[src/rtl/bb16_pkg.sv]
package bb16_pkg;

    localparam int BYTE_W  = 8;
    localparam int WORD_W  = 16;
    localparam int IDX_W   = 8;

    typedef enum logic [1:0] {
        ACC_NONE  = 2'd0,
        ACC_WRITE = 2'd1,
        ACC_READ  = 2'd2
    } acc_kind_e;

    typedef struct packed {
        acc_kind_e          kind;
        logic               hit;
        logic               hi_byte;
        logic [IDX_W-1:0]   idx;
    } bb_access_t;

    function automatic bb_access_t bb_classify(
        input logic             wr,
        input logic             rd,
        input logic [IDX_W:0]   addr,
        input logic [IDX_W:0]   nregs
    );
        bb_access_t a;
        a.kind    = wr ? ACC_WRITE : (rd ? ACC_READ : ACC_NONE);
        a.hi_byte = addr[0];
        a.idx     = addr[IDX_W:1];
        a.hit     = ({1'b0, addr[IDX_W:1]} < nregs);
        return a;
    endfunction

endpackage

[src/rtl/bb16_decode.sv]
module bb16_decode
    import bb16_pkg::*;
#(
    parameter int NUM_REGS = 3,
    parameter int ADDR_W   = 3
) (
    input  logic              wr,
    input  logic              rd,
    input  logic [ADDR_W-1:0] addr,
    output bb_access_t        acc
);
    localparam logic [IDX_W:0] NREGS_V = (IDX_W+1)'(NUM_REGS);

    logic [IDX_W:0] addr_ext;

    assign addr_ext = (IDX_W+1)'(addr);
    assign acc      = bb_classify(wr, rd, addr_ext, NREGS_V);

endmodule

[src/rtl/bb16_temp.sv]
module bb16_temp
    import bb16_pkg::*;
(
    input  logic              clk,
    input  logic              rst,
    input  logic              hard_rst,
    input  logic              lo_write,
    input  logic              lo_read,
    input  logic [BYTE_W-1:0] wr_byte,
    input  logic [BYTE_W-1:0] live_hi,
    output logic [BYTE_W-1:0] temp_q
);
    always_ff @(posedge clk) begin
        if (rst || hard_rst) begin
            temp_q <= '0;
        end else if (lo_write) begin
            temp_q <= wr_byte;
        end else if (lo_read) begin
            temp_q <= live_hi;
        end
    end

endmodule

[src/rtl/bb16_rdpath.sv]
module bb16_rdpath
    import bb16_pkg::*;
#(
    parameter int NUM_REGS = 3
) (
    input  logic                       clk,
    input  logic                       rst,
    input  bb_access_t                 acc,
    input  logic [NUM_REGS*WORD_W-1:0] live_flat,
    input  logic [BYTE_W-1:0]          temp_q,
    output logic [WORD_W-1:0]          live_sel,
    output logic [BYTE_W-1:0]          rdata_q
);
    always_comb begin
        live_sel = '0;
        for (int i = 0; i < NUM_REGS; i++) begin
            if (acc.idx == IDX_W'(i)) begin
                live_sel = live_flat[i*WORD_W +: WORD_W];
            end
        end
    end

    always_ff @(posedge clk) begin
        if (rst) begin
            rdata_q <= '0;
        end else if (acc.kind == ACC_READ) begin
            if (!acc.hit) begin
                rdata_q <= '0;
            end else if (acc.hi_byte) begin
                rdata_q <= temp_q;
            end else begin
                rdata_q <= live_sel[BYTE_W-1:0];
            end
        end
    end

endmodule

[src/rtl/bb16_wrpath.sv]
module bb16_wrpath
    import bb16_pkg::*;
#(
    parameter int NUM_REGS = 3
) (
    input  bb_access_t          acc,
    input  logic [BYTE_W-1:0]   wr_byte,
    input  logic [BYTE_W-1:0]   temp_q,
    output logic [WORD_W-1:0]   word,
    output logic [NUM_REGS-1:0] we
);
    logic hi_commit;

    assign hi_commit = (acc.kind == ACC_WRITE) && acc.hit && acc.hi_byte;
    assign word      = {wr_byte, temp_q};

    for (genvar g = 0; g < NUM_REGS; g++) begin : g_we
        assign we[g] = hi_commit && (acc.idx == IDX_W'(g));
    end

endmodule

[src/rtl/bb16_bridge.sv]
module bb16_bridge
    import bb16_pkg::*;
#(
    parameter  int NUM_REGS = 3,
    localparam int ADDR_W   = $clog2(2*NUM_REGS)
) (
    input  logic                       clk,
    input  logic                       rst,
    input  logic                       hard_rst_i,
    input  logic [ADDR_W-1:0]          bus_addr_i,
    input  logic [7:0]                 bus_wdata_i,
    input  logic                       bus_wr_i,
    input  logic                       bus_rd_i,
    output logic [7:0]                 bus_rdata_o,
    input  logic [NUM_REGS*16-1:0]     reg_live_i,
    output logic [15:0]                reg_wdata_o,
    output logic [NUM_REGS-1:0]        reg_we_o
);
    bb_access_t          acc;
    logic [BYTE_W-1:0]   temp_q;
    logic [WORD_W-1:0]   live_sel;
    logic                lo_write;
    logic                lo_read;

    bb16_decode #(.NUM_REGS(NUM_REGS), .ADDR_W(ADDR_W)) u_decode (
        .wr   (bus_wr_i),
        .rd   (bus_rd_i),
        .addr (bus_addr_i),
        .acc  (acc)
    );

    assign lo_write = (acc.kind == ACC_WRITE) && acc.hit && !acc.hi_byte;
    assign lo_read  = (acc.kind == ACC_READ)  && acc.hit && !acc.hi_byte;

    bb16_temp u_temp (
        .clk      (clk),
        .rst      (rst),
        .hard_rst (hard_rst_i),
        .lo_write (lo_write),
        .lo_read  (lo_read),
        .wr_byte  (bus_wdata_i),
        .live_hi  (live_sel[WORD_W-1:BYTE_W]),
        .temp_q   (temp_q)
    );

    bb16_rdpath #(.NUM_REGS(NUM_REGS)) u_rdpath (
        .clk       (clk),
        .rst       (rst),
        .acc       (acc),
        .live_flat (reg_live_i),
        .temp_q    (temp_q),
        .live_sel  (live_sel),
        .rdata_q   (bus_rdata_o)
    );

    bb16_wrpath #(.NUM_REGS(NUM_REGS)) u_wrpath (
        .acc     (acc),
        .wr_byte (bus_wdata_i),
        .temp_q  (temp_q),
        .word    (reg_wdata_o),
        .we      (reg_we_o)
    );

endmodule

[config.mk]
export PLATFORM = sky130hd
export DESIGN_NAME = bb16_bridge
export DESIGN_NICKNAME = d
export VERILOG_FILES = /design/src/rtl/bb16_pkg.sv /design/src/rtl/bb16_decode.sv /design/src/rtl/bb16_temp.sv /design/src/rtl/bb16_rdpath.sv /design/src/rtl/bb16_wrpath.sv /design/src/rtl/bb16_bridge.sv
export SDC_FILE = /design/constraint.sdc
export NUM_CORES = 1
export LEC_CHECK = 0
export BUFFER_PORTS_ARGS = -buffer_cell sky130_fd_sc_hd__buf_2
export CAP_MARGIN = 20
export CORE_MARGIN = 2
export CORE_UTILIZATION = 40
export DETAILED_ROUTE_END_ITERATION = 8
export GPL_TIMING_DRIVEN = 0
export PLACE_DENSITY_LB_ADDON = 0.25
export SYNTH_ARGS = -nofsm -noshare
export SYNTH_HDL_FRONTEND = slang
export SYNTH_SLANG_ARGS = --single-unit
[constraint.sdc]
create_clock -name clk -period 0.98 [get_ports clk]
set_input_delay 0 -clock clk [delete_from_list [all_inputs] [get_ports clk]]
set_output_delay 0 -clock clk [all_outputs]
set_load 0.01 [all_outputs]
==> impl_metrics.tcl <==
set metrics [dict create \
    avgSynthCellArea_um2 8.722 \
    max_cap_violations 0 \
    post-route-min-period_ns 0.8465 \
    cp.arrival_ns 1.02 \
    grt_pass1_vias 1227 \
    cpPeakStageDelay_ns 0.30 \
    final_cells 261 \
    worstSetupPathType "primary input to register" \
    dieArea_um2 3417 \
    cts_tree "built" \
    timing.hold.ws_ns 0.009250 \
    fmax_mhz 1181 \
    fillerInstances 280 \
    synth_edf_count 0 \
    antenna_found_initial 0 \
    synth_nets 200 \
    crit_fanout 7 \
    hold_viol 0 \
    wl_per_cell_um 13.27 \
    hold_class "primary input to register" \
    grt_pass1_wl_mm 5.237 \
    grt_max_degree 11 \
    cts.sinks 16 \
    drc_errors 0 \
    antenna_cells 0 \
    clockBufferDepth 2 \
    core_um2 2781 \
    cp_top_family "compound AO/OA/AOI/OAI gates" \
    htreeDepth 1 \
    final_util_pct 61.72 \
    drtAntennaViolNets 0 \
    dpl_worst_slack_ns -0.1663 \
    crit_chain "buf_2 > nor2b_1 > and2_1 > buf_4 > a211oi_1 > o2bb2ai_1" \
    numPortBuffers 89 \
    rsz0062_at_grt "no" \
    clk-insertion-delay-late_ns 0.28 \
    synth_cell_types 26 \
    async_flop_share_pct 0 \
    postSynthCellCount 136 \
    yosysWarnings 0 \
    drive_gt1_share_pct 50.87 \
    gp_congestion 0.7515 \
    drt_iter0_markers 44 \
    slew_violations 0 \
    root_buffer "clkbuf_4" \
    synth_top_area_cell "dfxtp_1" \
    io_pins 91 \
    cts_buffers 3 \
    synth_area_leaders "dfxtp_1, mux2i_1, a32o_1" \
    firstDrtPassIters 4 \
    crit_required_ns 1.15 \
    worst_pin_slew_ns 0.5978 \
    setup_viol 0 \
    skew_ns 0.0008944 \
    fin_ws_ns 0.1335 \
    peakVddDrop_mv 1.204 \
    netlist_area_um2 1186 \
    dieHeight_um 58.46 \
    grt_usage_pct 20.14 \
    place_hpwl_mm 2.840 \
    fin_area_um2 1717 \
    cpMaxStageDelayCell "a211oi_1" \
    status "complete, no violations" \
    avgViaCountPerCell 5.284 \
    yosys.area.top_type_share_pct 27.00 \
    rows 19 \
    synth_top_flop_cell "dfxtp_1" \
    power_density_nw_per_um2 946.6 \
    cts_setup_buffers 0 \
    yosys-top-cells-count "dfxtp_1, mux2i_1, o21ai_0" \
    end_kind "register" \
    start_util_pct 42.65 \
    cp-start-kind "primary input" \
    tns_ns 0 \
    p_leak_nw 0.8658 \
    cp.buffers_inverters 2 \
    yosysSeqAreaShare_pct 27.00 \
    post-route-period-util_pct 86.37 \
    wirelength_mm 3.463 \
    synth.most_common_cell "dfxtp_1" \
    area_delta_synth_final_pct 44.73 \
    grt_overflow 0 \
    num_vias 1379 \
    dpl.cell_count 256 \
    dpl_cell_area_um2 1670 \
    clk_pin_slew_ns 0.09 \
    fin_total_pwr_mw 1.625 \
    ys_seq_elements 16 \
    max-slew-margin-rel_pct 60.00 \
    nNetsFinal 295 \
    die_w_um 58.46 \
]
-- timing repair --
item | in CTS | in global routing
resized for setup | 0 | 0
hold buffers | 1 | 0
endpoints found under the hold margin | 1 | 0
endpoints found under the setup margin | 0 | 0
-- where the power goes --
group | leakage (nW) | switching, mW | internal (mW)
clock network | 0.0210 | 0.199 | 0.226
logic | 0.715 | 0.252 | 0.265
registers | 0.130 | 0.0113 | 0.671
total | 0.866 | 0.463 | 1.16
-- layout make-up --
cell class	count	area [um2]	share of cell area, %
multi-input cells	101	718.2	41.84
repair buffers	90	455.4	26.53
flip-flops and latches	16	320.3	18.66
plain buffers	18	143.9	8.382
well taps	31	38.79	2.259
clock buffers	4	36.28	2.114
inverters	1	3.754	0.2187
-- worst min-delay path, delay by kind of cell --
| family | cells | cell delay [ns] |
|---|---|---|
| buf+inv | 1 | 0.07 |
| compound gates | 2 | 0.18 |
-- registers in the layout (all words and copies together), names as in the netlist --
| register | flops |
|---|---|
| u_temp.temp_q | 8 |
| u_rdpath.rdata_q | 8 |
-- kinds of logic (layout without fill, tap and decap cells) --
family,after synthesis,count (layout),synth area share [%]
simple gates,35,35,17.30
buf+inv,19,113,12.45
flops,16,16,27.00
compound gates,51,51,30.59
mux,15,15,12.66
-- layer usage --
metal	global-route usage [%]	routed length, um	part of all wire (%)	up-vias
li1	-	-	-	693
met1	23.17	1488	43	630
met2	37.40	1710	49	50
met3	5.714	220	6.4	6
met4	2.990	43	1.2	0
met5	0	0	0	-
-- layout by cell type (no fill, tap or decap), types with 2 or more instances in the layout --
master	Yosys	final
a21oi_1	8	8
a211oi_1	7	7
o2bb2ai_1	8	8
clkbuf_4	0	3
mux2i_1	15	15
nor2_1	10	10
dfxtp_1	16	16
buf_6	5	5
o21ai_0	13	13
buf_2	4	93
o21ai_1	3	3
buf_4	9	9
a32o_1	9	9
nand2_1	5	5
nand2b_1	8	8
nor3b_1	2	2
nor2b_1	4	4
-- worst paths after layout --
| path | from | end | slack (ns) | cells after the start |
|---|---|---|---|---|
| setup / recovery | bus_wr_i | u_temp.temp_q[0]$_SDFFE_PP0P_ | 0.13 | 6 |
| hold / removal | reg_live_i[41] | u_temp.temp_q[1]$_SDFFE_PP0P_ | 0.009 | 3 |
| setup reg to reg | u_temp.temp_q[2]$_SDFFE_PP0P_ | u_rdpath.rdata_q[2]$_SDFFE_PP0N_ | 0.16 | 2 |
| hold reg to reg | u_rdpath.rdata_q[1]$_SDFFE_PP0N_ | u_rdpath.rdata_q[1]$_SDFFE_PP0N_ | 0.47 | 1 |
No activity file was read; power rests on OpenSTA's default activity.
